[config.mk]
export PLATFORM = sky130hd
export DESIGN_NAME = fnsyn_trig_ctrl
export DESIGN_NICKNAME = d
export VERILOG_FILES = /design/src/rtl/fnsyn_pkg.sv /design/src/rtl/fnsyn_trig_detect.sv /design/src/rtl/fnsyn_ramp_next.sv /design/src/rtl/fnsyn_phase_unit.sv /design/src/rtl/fnsyn_trig_ctrl.sv
export SDC_FILE = /design/constraint.sdc
export NUM_CORES = 1
export LEC_CHECK = 0
export ABC_AREA = 1
export BUFFER_PORTS_ARGS = -buffer_cell sky130_fd_sc_hd__buf_2
export CORE_MARGIN = 2
export CORE_UTILIZATION = 53
export DETAILED_ROUTE_END_ITERATION = 7
export GPL_TIMING_DRIVEN = 0
export PLACE_DENSITY = 0.78
export SYNTH_ARGS = -nofsm -noshare
export SYNTH_HDL_FRONTEND = slang
export SYNTH_SLANG_ARGS = --single-unit
[constraint.sdc]
create_clock -name clk_i -period 4.55 [get_ports clk_i]
set_input_delay 0.6825 -clock clk_i [delete_from_list [all_inputs] [get_ports clk_i]]
set_output_delay 0.6825 -clock clk_i [all_outputs]
set_load 0.005 [all_outputs]
[src/rtl/fnsyn_pkg.sv]
package fnsyn_pkg;
  localparam int MODE_W = 3;

  localparam logic [MODE_W-1:0] MODE_FRAC  = 3'd0;
  localparam logic [MODE_W-1:0] MODE_INT   = 3'd1;
  localparam logic [MODE_W-1:0] MODE_EXACT = 3'd2;
  localparam logic [MODE_W-1:0] MODE_FM    = 3'd3;
  localparam logic [MODE_W-1:0] MODE_PM    = 3'd4;
  localparam logic [MODE_W-1:0] MODE_RAMP0 = 3'd5;

  localparam int CTRL_AUTOSEED_BIT = 8;
  localparam int CTRL_EXT_EN_BIT   = 9;
  localparam int CTRL_SW_TRIG_BIT  = 10;

  function automatic logic is_ramp(input logic [MODE_W-1:0] m);
    return m >= MODE_RAMP0;
  endfunction

  function automatic logic is_buffered(input logic [MODE_W-1:0] m);
    return (m == MODE_FRAC) || (m == MODE_EXACT);
  endfunction
endpackage

[src/rtl/fnsyn_trig_detect.sv]
module fnsyn_trig_detect #(
  parameter int SYNC_STAGES = 2
) (
  input  logic clk_i,
  input  logic rst_ni,
  input  logic pin_i,
  input  logic ext_en_i,
  input  logic sw_i,
  output logic level_o,
  output logic pulse_o
);
  logic [SYNC_STAGES-1:0] sync_q;
  logic                   prev_q;

  for (genvar g = 0; g < SYNC_STAGES; g++) begin : g_sync
    if (g == 0) begin : g_first
      always_ff @(posedge clk_i or negedge rst_ni)
        if (!rst_ni) sync_q[0] <= 1'b0;
        else         sync_q[0] <= pin_i;
    end else begin : g_next
      always_ff @(posedge clk_i or negedge rst_ni)
        if (!rst_ni) sync_q[g] <= 1'b0;
        else         sync_q[g] <= sync_q[g-1];
    end
  end

  assign level_o = (sync_q[SYNC_STAGES-1] & ext_en_i) | sw_i;

  always_ff @(posedge clk_i or negedge rst_ni)
    if (!rst_ni) prev_q <= 1'b0;
    else         prev_q <= level_o;

  assign pulse_o = level_o & ~prev_q;
endmodule

[src/rtl/fnsyn_ramp_next.sv]
module fnsyn_ramp_next #(
  parameter int VAL_W  = 40,
  parameter int STEP_W = 24
) (
  input  logic [VAL_W-1:0]  cur_i,
  input  logic [STEP_W-1:0] step_i,
  input  logic [VAL_W-1:0]  stop_i,
  output logic [VAL_W-1:0]  next_o,
  output logic              hit_o
);
  localparam int PAD_W = VAL_W + 1 - STEP_W;

  logic [VAL_W:0] sum;

  assign sum    = {1'b0, cur_i} + {{PAD_W{1'b0}}, step_i};
  assign next_o = sum[VAL_W-1:0];
  // carry out counts as passing the stop point
  assign hit_o  = sum[VAL_W] | (sum[VAL_W-1:0] >= stop_i);
endmodule

[src/rtl/fnsyn_phase_unit.sv]
module fnsyn_phase_unit #(
  parameter int PH_W = 24
) (
  input  logic            clk_i,
  input  logic            rst_ni,
  input  logic            trig_i,
  input  logic            autoseed_i,
  input  logic            pm_en_i,
  input  logic [PH_W-1:0] seed_i,
  input  logic [PH_W-1:0] step_i,
  output logic [PH_W-1:0] phase_o
);
  always_ff @(posedge clk_i or negedge rst_ni)
    if (!rst_ni)                  phase_o <= '0;
    else if (trig_i && autoseed_i) phase_o <= seed_i;
    else if (trig_i && pm_en_i)    phase_o <= phase_o + step_i;
endmodule

[src/rtl/fnsyn_trig_ctrl.sv]
module fnsyn_trig_ctrl
  import fnsyn_pkg::*;
#(
  parameter int INT_W       = 16,
  parameter int FRAC_W      = 24,
  parameter int SYNC_STAGES = 2
) (
  input  logic              clk_i,
  input  logic              rst_ni,
  input  logic [FRAC_W-1:0] wr_data_i,
  input  logic              wr_int_i,
  input  logic              wr_frac_i,
  input  logic              wr_aux_i,
  input  logic              wr_alt_int_i,
  input  logic              wr_alt_frac_i,
  input  logic              wr_seed_i,
  input  logic              wr_ctrl_i,
  input  logic              trig_pin_i,
  output logic [INT_W-1:0]  act_int_o,
  output logic [FRAC_W-1:0] act_frac_o,
  output logic [FRAC_W-1:0] phase_o,
  output logic              ramp_done_o
);
  localparam int VAL_W = INT_W + FRAC_W;

  logic [MODE_W-1:0] mode_q;
  logic              autoseed_q, ext_en_q, sw_q;

  logic [INT_W-1:0]  int_s, alt_int_s;
  logic [FRAC_W-1:0] frac_s, alt_frac_s, aux_s, seed_s;

  logic              trig_lvl, trig_pulse;
  logic              ramp_run_q;
  logic [VAL_W-1:0]  ramp_next;
  logic              ramp_hit;
  logic [VAL_W-1:0]  start_val, stop_val, act_val;

  // control word
  always_ff @(posedge clk_i or negedge rst_ni)
    if (!rst_ni) begin
      mode_q     <= MODE_FRAC;
      autoseed_q <= 1'b0;
      ext_en_q   <= 1'b0;
      sw_q       <= 1'b0;
    end else if (wr_ctrl_i) begin
      mode_q     <= wr_data_i[MODE_W-1:0];
      autoseed_q <= wr_data_i[CTRL_AUTOSEED_BIT];
      ext_en_q   <= wr_data_i[CTRL_EXT_EN_BIT];
      sw_q       <= wr_data_i[CTRL_SW_TRIG_BIT];
    end

  // staging registers, written in every mode
  always_ff @(posedge clk_i or negedge rst_ni)
    if (!rst_ni) begin
      int_s      <= '0;
      frac_s     <= '0;
      alt_int_s  <= '0;
      alt_frac_s <= '0;
      aux_s      <= '0;
      seed_s     <= '0;
    end else begin
      if (wr_int_i)      int_s      <= wr_data_i[INT_W-1:0];
      if (wr_frac_i)     frac_s     <= wr_data_i;
      if (wr_alt_int_i)  alt_int_s  <= wr_data_i[INT_W-1:0];
      if (wr_alt_frac_i) alt_frac_s <= wr_data_i;
      if (wr_aux_i)      aux_s      <= wr_data_i;
      if (wr_seed_i)     seed_s     <= wr_data_i;
    end

  fnsyn_trig_detect #(.SYNC_STAGES(SYNC_STAGES)) u_trig (
    .clk_i    (clk_i),
    .rst_ni   (rst_ni),
    .pin_i    (trig_pin_i),
    .ext_en_i (ext_en_q),
    .sw_i     (sw_q),
    .level_o  (trig_lvl),
    .pulse_o  (trig_pulse)
  );

  assign start_val = {int_s, frac_s};
  assign stop_val  = {alt_int_s, alt_frac_s};
  assign act_val   = {act_int_o, act_frac_o};

  fnsyn_ramp_next #(.VAL_W(VAL_W), .STEP_W(FRAC_W)) u_ramp (
    .cur_i  (act_val),
    .step_i (aux_s),
    .stop_i (stop_val),
    .next_o (ramp_next),
    .hit_o  (ramp_hit)
  );

  // active divide value
  always_ff @(posedge clk_i or negedge rst_ni)
    if (!rst_ni) begin
      act_int_o   <= '0;
      act_frac_o  <= '0;
      ramp_run_q  <= 1'b0;
      ramp_done_o <= 1'b0;
    end else begin
      if (!is_ramp(mode_q)) begin
        ramp_run_q  <= 1'b0;
        ramp_done_o <= 1'b0;
      end
      case (mode_q)
        MODE_FRAC, MODE_EXACT: begin
          if (trig_pulse) begin
            act_int_o  <= int_s;
            act_frac_o <= frac_s;
          end else if (!ext_en_q && wr_frac_i) begin
            act_int_o  <= int_s;
            act_frac_o <= wr_data_i;
          end
        end
        MODE_INT: begin
          act_int_o  <= int_s;
          act_frac_o <= '0;
        end
        MODE_FM: begin
          if (trig_lvl) {act_int_o, act_frac_o} <= stop_val;
          else          {act_int_o, act_frac_o} <= start_val;
        end
        MODE_PM: ;
        default: begin
          if (trig_pulse) begin
            if (!ramp_run_q || ramp_done_o) begin
              {act_int_o, act_frac_o} <= start_val;
              ramp_run_q  <= 1'b1;
              ramp_done_o <= 1'b0;
            end else if (ramp_hit) begin
              {act_int_o, act_frac_o} <= stop_val;
              ramp_done_o <= 1'b1;
            end else begin
              {act_int_o, act_frac_o} <= ramp_next;
            end
          end
        end
      endcase
    end

  fnsyn_phase_unit #(.PH_W(FRAC_W)) u_phase (
    .clk_i      (clk_i),
    .rst_ni     (rst_ni),
    .trig_i     (trig_pulse),
    .autoseed_i (autoseed_q),
    .pm_en_i    (mode_q == MODE_PM),
    .seed_i     (seed_s),
    .step_i     (aux_s),
    .phase_o    (phase_o)
  );
endmodule

; Word-level counts from Yosys, hierarchy flattened
; Index checks and enable logic that the tools add are counted.
[totals]
register_bits = 203
latchBits = 0
ramBits = 0
rom_bits = 0
out_inout_bits = 65
wordCells = 70
memories = 0
[classes]
n_addsub = 2
multipliers = 0
n_div = 0
n_lt_le_gt_ge = 2
eq_ne = 5
n_shift = 0
muxes = 25
bitwise_logic = 6
reduce_logical = 12
[op_table]
columns = operator, count
row1 = $mux 24, 8
row2 = $mux 16, 6
row3 = $pmux 24 s4, 1
row4 = $pmux 16 s4, 1
row5 = $add 40x24->41, 1
row6 = $ge 40x40->1, 1
row7 = $add 24x24->24, 1
row8 = $mux 1, 9
row9 = $eq 3x2->1 const B, 2
row10 = $reduce_or 5->1, 1
row11 = $reduce_bool 4->1, 1
row12 = $eq 3x1->1 const B, 1
row13 = $eq 3x3->1 const B, 1
row14 = $ge 3x3->1 const B, 1
row15 = $logic_and 1x1->1, 3
row16 = $logic_not 3->1, 1
row17 = $ne 3x2->1 const B, 1
row18 = $reduce_and 3->1, 1
row19 = $and 1x1->1, 2
row20 = $logic_not 1->1, 2
row21 = $not 1->1, 2
row22 = $or 1x1->1, 2
row23 = $reduce_bool 2->1, 1
row24 = $reduce_or 2->1, 1
row25 = $logic_or 1x1->1, 1

; Depth between registers and ports, before layout
[depth]
word_depth = 7
ltp_mapped = 30
depth_no_buf = 29

; Cells and area by module
; A second synthesis with hierarchy kept.
[unflattened]
cells_unflattened = 2400
hier_area_um2 = 15411.0
[modules_own_cells]
columns = mod, instances, cells_per_inst, area_per_inst_um2, seq_area_each_um2
row1 = fnsyn_trig_ctrl, 1, 1248, 8922.3, 4404.2
row2 = fnsyn_ramp_next, 1, 640, 3478.3, 0.0
row3 = fnsyn_phase_unit, 1, 505, 2915.3, 600.6
row4 = fnsyn_trig_detect, 1, 7, 95.1, 75.1

; Least setup slack after synthesis
; No wires, ideal clock.
[synth_timing]
path_type = register to register
start = register act_frac_o[0]
end = register act_frac_o[1]
setup_ns = 0.117
arrival_ns = 3.342
setup_slack_ns = 1.092
stages_incl_launch_ff = 27
path_buffers = 1
cell_sequence = dfrtp_1 ha_1 fa_1 nand3_1 nand3_2 nand2_2 nand2_2 nand2_1 nand3_2 nand2_1 xor2_1 inv_1 ha_1 nand2_1 nor2_1 nand2_1 nor2_1 inv_1 nor2_1 nand2_1 nand4_1 nor2_4 buf_6 o21ai_0 o21ai_1 nand2_1 nand2_1
[synth_via]
elab_chain_cells = 7
[synth_rtl]
columns = element, line
row1 = "start, declared", fnsyn_trig_ctrl.sv:20  ; output logic [FRAC_W-1:0] act_frac_o,
row2 = "start signal, assigned", fnsyn_trig_ctrl.sv:108  ; act_frac_o <= frac_s;
row3 = "start signal, assigned", fnsyn_trig_ctrl.sv:111  ; act_frac_o <= wr_data_i;
row4 = "start signal, assigned", fnsyn_trig_ctrl.sv:119  ; if (trig_lvl) {act_int_o, act_frac_o} <= stop_val;
row5 = $add 40x24->41 (*), fnsyn_ramp_next.sv:15  ; assign sum = {1'b0, cur_i} + {{PAD_W{1'b0}}, step_i};
row6 = $ge 40x40->1, fnsyn_ramp_next.sv:18  ; assign hit_o = sum[VAL_W] | (sum[VAL_W-1:0] >= stop_i);
row7 = $or 1x1->1, fnsyn_ramp_next.sv:18
row8 = $mux 24 (*), fnsyn_trig_ctrl.sv:129  ; end else if (ramp_hit) begin
row9 = $mux 24 (*), fnsyn_trig_ctrl.sv:125  ; if (!ramp_run_q || ramp_done_o) begin
row10 = $mux 24 (*), fnsyn_trig_ctrl.sv:124  ; if (trig_pulse) begin
row11 = $pmux 24 s4 (*), fnsyn_trig_ctrl.sv:104  ; case (mode_q)
; Mark *: on every way between the ends. The rest lies on a longest branch, timed or not. The select of a mux whose other input is x is not followed.
; A chain may end at the register's enable or synchronous reset.

; Worst setup path in the final report
[layout_timing]
start = register aux_s[17]
end = register act_frac_o[8]
[layout_via]
elab_chain_cells = 7
[layout_rtl]
columns = element, line
row1 = "start, declared", fnsyn_trig_ctrl.sv:30  ; logic [FRAC_W-1:0] frac_s, alt_frac_s, aux_s, seed_s;
row2 = "start signal, assigned", fnsyn_trig_ctrl.sv:66  ; if (wr_aux_i) aux_s <= wr_data_i;
row3 = $add 40x24->41 (*), fnsyn_ramp_next.sv:15
row4 = $ge 40x40->1, fnsyn_ramp_next.sv:18
row5 = $or 1x1->1 (*), fnsyn_ramp_next.sv:18
row6 = $mux 24 (*), fnsyn_trig_ctrl.sv:129
row7 = $mux 24 (*), fnsyn_trig_ctrl.sv:125
row8 = $mux 24 (*), fnsyn_trig_ctrl.sv:124
row9 = $pmux 24 s4 (*), fnsyn_trig_ctrl.sv:104
row10 = "end signal, assigned", fnsyn_trig_ctrl.sv:108
row11 = "end signal, assigned", fnsyn_trig_ctrl.sv:126  ; {act_int_o, act_frac_o} <= start_val;
row12 = "end signal, assigned", fnsyn_trig_ctrl.sv:130  ; {act_int_o, act_frac_o} <= stop_val;
; Marked as above.

==> results.md <==
Route:
- The number of remaining DRC errors is 0.
- The iteration count of the initial detailed-routing pass is 6.
- The routed design has 52400 um of wire.
- Detailed routing inserted a total of 15000 vias.
- The number of vias per cell after detailed routing is 5.74.
- For this block, the initial DRC count from the detailed router was 1549.
- The count of antenna-violating nets left after detailed routing is 0.
- After detailed routing, the average wire length per cell comes to 20.1 um.

Clock network:
- The maximum clock insertion buffer count is 3.
- The clock slew seen by the registers of the worst setup and hold paths is 0.06 ns.
- The number of buffers added by the clock tree synthesis step is 23.
- The clock reaches the later pin of the worst-skew pair after 0.52 ns.
- CTS built an H-tree with a depth of 1.
- Counting every sink on the clock net gives 203.
- The clock tree from TritonCTS is done.
- CTS placed an instance of sky130_fd_sc_hd__clkbuf_16 at the clock tree root.

Place:
- In this run the cell area measured after placement is 15700 um2.
- The HPWL reported at the end of detailed placement is 41500 um.
- The global placer's final weighted congestion is 0.987.
- Port buffering added 93 buffers.

Pwr:
- In this run the power density over the cells is 538 nW/um2.
- The peak ir drop on the vdd network is 0.000397 V.
- The total power draw is 8.92 mW.
- Summed over all cells, the static leakage comes to 8.53 nW.

Setup path:
- Of all nets on the critical path, the largest fanout is 10.
- Counting cells, the worst reg-to-reg path comes to 26.
- STA classifies the critical path endpoint as a register.
- The endpoint identified for the worst register-to-register timing path is act_frac_o[8].
- Data on the critical path arrives at its endpoint at 4.78 ns.
- The startpoint identified for the worst register-to-register timing path is aux_s[17].
- STA puts the critical path data required time at 4.95 ns.
- The slack of the worst reg-to-reg path is 0.17 ns.
- The setup path with the least slack is of type reg -> reg.
- The category of the worst setup path launch point is a register.

Finish:
- The post-layout instance area is 16600 um2.
- The filler cells instantiated in the layout total 2533.
- The top cell types in the final layout, fill and taps aside, are 641 x sky130_fd_sc_hd__nand2_1, 287 x sky130_fd_sc_hd__inv_1, 202 x sky130_fd_sc_hd__dfrtp_1.
- The final-stage net count is 2345.
- The repair_antennas step left the layout with diodes totalling 0.
- The core utilization of the finished layout is 61.2%.
- From synthesis to final layout, the design area changed by 12.7%.
- The leading cell type in the layout, fill and taps excluded is sky130_fd_sc_hd__nand2_1.
- The share of layout cells above drive strength 1 is 12.0%.

STA:
- The slew at the pin closest to its max-slew limit is 0.859 ns.
- The sum of negative setup slack is 0 ns.
- Timing would allow up to 228 MHz.
- The worst pin sits at a relative slew slack of 42.1%.
- For the finished layout, the period the worst path requires is 4.38 ns.
- The final worst clock skew is 0.0113 ns.
- The total count of hold-check failures in the final report was 0.
- The post-route clock period utilization is 96.2%.
- Setup violations remaining at the end of the flow were counted as 0.
- The number of max-slew violations in the final report is 0.

Synth:
- The number of enable-type register cells in the synthesized netlist is 0.
- The number of standard cells after synthesis is 2100.
- Synthesis produced a netlist with a net count of 2223.
- After synthesis the netlist holds a flip-flop and latch count of 203.
- Yosys printed 0 warnings.
- The post-synthesis async set-or-reset flop share is 100%.
- The total standard cell area after synthesis is 14700 um2.
- The most used flip-flop cell after synthesis is sky130_fd_sc_hd__dfrtp_1.
- Each instance of the synthesized netlist takes up on average 7.01 um2.
- In this run, distinct cell masters in the synthesized netlist total 55.
- The part of the Yosys area used for sequential elements is 34.5%.

GRT:
- The maximum number of pins on one net before global-route repair is 111.
- The number of antenna violations at the first check in global routing is 0.
- After global routing the overflow that remains totals 0.
- The via count of the first global-routing pass was 13900.
- The all-layer global routing usage is 36.3%.
- The wire length of the first global-routing pass is 79600 um.

Floorplanning:
- For this configuration, the core starts out at a cell density of 54.3%.
- During I/O placement, the number of pins put on the boundary was 99.
- The die covers 29100 um2.
- The core box area is 27100 um2.
- The overall die width is 171 um.
- From bottom edge to top edge, the die measures 171 um.
- The standard-cell row count is 60.

Worst hold path:
- The class of the worst hold path is in -> async.

Run status:
- The run finished with clean final reports.

Run:
- Across the run, the number of max-cap violations was 0.
==> flip-flops by register name, indices dropped and copies added, names as in the netlist, 3 cells and up <==
name and flops:
alt_frac_s 24, act_int_o 16, seed_s 24, alt_int_s 16
mode_q 3, int_s 16, act_frac_o 24, aux_s 24
frac_s 24, u_phase.phase_o 24
==> worst max-delay path, stage by stage, from the launching register on <==
cell and delay, ns:
sky130_fd_sc_hd__dfrtp_1 0.50, sky130_fd_sc_hd__ha_1 0.42, sky130_fd_sc_hd__nand2_1 0.13, sky130_fd_sc_hd__nor2_2 0.24
sky130_fd_sc_hd__nand2_1 0.13, sky130_fd_sc_hd__nor2_1 0.27, sky130_fd_sc_hd__nand3_1 0.18, sky130_fd_sc_hd__nand3_1 0.12
sky130_fd_sc_hd__nand2_1 0.05, sky130_fd_sc_hd__nand2_1 0.20, sky130_fd_sc_hd__inv_1 0.07, sky130_fd_sc_hd__ha_1 0.27
sky130_fd_sc_hd__nand2_1 0.06, sky130_fd_sc_hd__nor2_1 0.12, sky130_fd_sc_hd__nand2_1 0.18, sky130_fd_sc_hd__nor2_4 0.19
sky130_fd_sc_hd__inv_1 0.08, sky130_fd_sc_hd__nor2_1 0.08, sky130_fd_sc_hd__nand2_1 0.07, sky130_fd_sc_hd__nand4_1 0.17
sky130_fd_sc_hd__nor2_4 0.06, sky130_fd_sc_hd__buf_4 0.16, sky130_fd_sc_hd__buf_6 0.15, sky130_fd_sc_hd__o21ai_0 0.19
sky130_fd_sc_hd__o21ai_1 0.08, sky130_fd_sc_hd__nand2_1 0.07, sky130_fd_sc_hd__nand2_1 0.05
==> routing by layer <==
metal  global-route usage (%)  share of wire [%]  vias to the layer above
met5                        0                  0                        -
met4                     14.5                4.3                        0
met3                     7.31                 11                      118
li1                         -                  -                     7064
met2                     56.3                 44                      758
met1                     50.0                 42                     7028
==> cells by family after synthesis <==
kind of cell             Yosys count  synth area share, %
buffers and inverters            366                 9.84
AND/OR/NAND/NOR                  949                 26.4
XOR/XNOR                          37                 2.20
multiplexers                      50                 3.83
flip-flops                       203                 34.5
adder cells (fa/ha/maj)           89                 7.67
AO/OA/AOI/OAI                    406                 15.5
==> area by class of cell <==
class                   count  area [um2]  share of cell area [%]
flip-flops and latches    203        5080                    30.7
well taps                 372         465                    2.81
plain buffers              76         359                    2.17
multi-input cells        1531        8280                    49.9
repair buffers             97         526                    3.17
clock inverters            10         128                   0.770
clock buffers              30         652                    3.93
inverters                 290        1090                    6.57
==> worst max path at each step <==
stage / to / slack [ns] / start
6_report: act_frac_o[8] / 0.17 / aux_s[17]
5_1_grt: act_frac_o[11] / -0.009 / aux_s[14]
4_1_cts: act_frac_o[4] / 0.25 / aux_s[0]
3_5_place_dp: act_frac_o[4] / 0.29 / aux_s[0]
3_3_place_gp: act_int_o[6] / -0.61 / rst_ni
2_1_floorplan: act_frac_o[1] / 1.09 / act_frac_o[0]
==> metrics by stage <==
step | setup WS [ns] | std cells | hold WS (ns)
CTS | 0.247 | 2606 | 0.275
global route | -0.00940 | 2609 | 0.274
detailed placement | 0.286 | 2566 | 0.354
global placement | -0.614 | 2565 | 0.334
floorplan | 1.09 | 2100 | 0.331
finish | 0.171 | 2609 | 0.225
==> Yosys cell counts, types with 2 or more instances <==
cell type | instances | area [um2]
sky130_fd_sc_hd__o211ai_1 | 6 | 45.0
sky130_fd_sc_hd__a31oi_1 | 3 | 18.8
sky130_fd_sc_hd__nor2_4 | 3 | 33.8
sky130_fd_sc_hd__o21bai_1 | 5 | 37.5
sky130_fd_sc_hd__nand3_1 | 90 | 450
sky130_fd_sc_hd__o21ai_2 | 3 | 26.3
sky130_fd_sc_hd__o21ai_1 | 15 | 75.1
sky130_fd_sc_hd__mux2_2 | 50 | 563
sky130_fd_sc_hd__buf_1 | 6 | 22.5
sky130_fd_sc_hd__a221oi_1 | 12 | 105
sky130_fd_sc_hd__nor3_1 | 24 | 120
sky130_fd_sc_hd__xnor2_1 | 16 | 140
sky130_fd_sc_hd__nand4_1 | 16 | 100
sky130_fd_sc_hd__nand3_2 | 3 | 30.0
sky130_fd_sc_hd__clkbuf_1 | 50 | 188
sky130_fd_sc_hd__a211oi_1 | 12 | 90.1
sky130_fd_sc_hd__nand2_2 | 8 | 50.1
sky130_fd_sc_hd__or2_2 | 2 | 12.5
sky130_fd_sc_hd__xor2_1 | 21 | 184
sky130_fd_sc_hd__fa_1 | 2 | 40.0
sky130_fd_sc_hd__nand3b_1 | 3 | 22.5
sky130_fd_sc_hd__o21ai_0 | 176 | 881
sky130_fd_sc_hd__inv_1 | 287 | 1080
sky130_fd_sc_hd__nor2_2 | 5 | 31.3
sky130_fd_sc_hd__nor2_1 | 140 | 526
sky130_fd_sc_hd__buf_6 | 7 | 78.8
sky130_fd_sc_hd__dfrtp_1 | 203 | 5080
sky130_fd_sc_hd__ha_1 | 87 | 1090
sky130_fd_sc_hd__nand2_1 | 644 | 2420
sky130_fd_sc_hd__a21oi_2 | 15 | 131
sky130_fd_sc_hd__a21o_1 | 5 | 37.5
sky130_fd_sc_hd__a22oi_1 | 3 | 22.5
sky130_fd_sc_hd__o221ai_1 | 8 | 70.1
sky130_fd_sc_hd__buf_2 | 11 | 55.1
sky130_fd_sc_hd__and2_1 | 3 | 18.8
sky130_fd_sc_hd__inv_2 | 2 | 7.51
sky130_fd_sc_hd__a21oi_1 | 133 | 666
sky130_fd_sc_hd__o21a_1 | 4 | 30.0
==> power by group <==
| part | total, mW | switching, mW | internal (mW) |
|---|---|---|---|
| clock | 1.94 | 0.771 | 1.17 |
| sequential | 2.53 | 0.403 | 2.12 |
| combinational | 4.45 | 2.85 | 1.59 |
| total | 8.92 | 4.03 | 4.89 |
==> what timing repair did <==
action / CTS / global route
setup buffers: 0 / 3
endpoints found under the hold margin: 0 / 0
endpoints found under the setup margin: 0 / 36
hold buffers: 0 / 0
resized for setup: 0 / 21
Note: power is estimated with default switching activity, not from simulation.
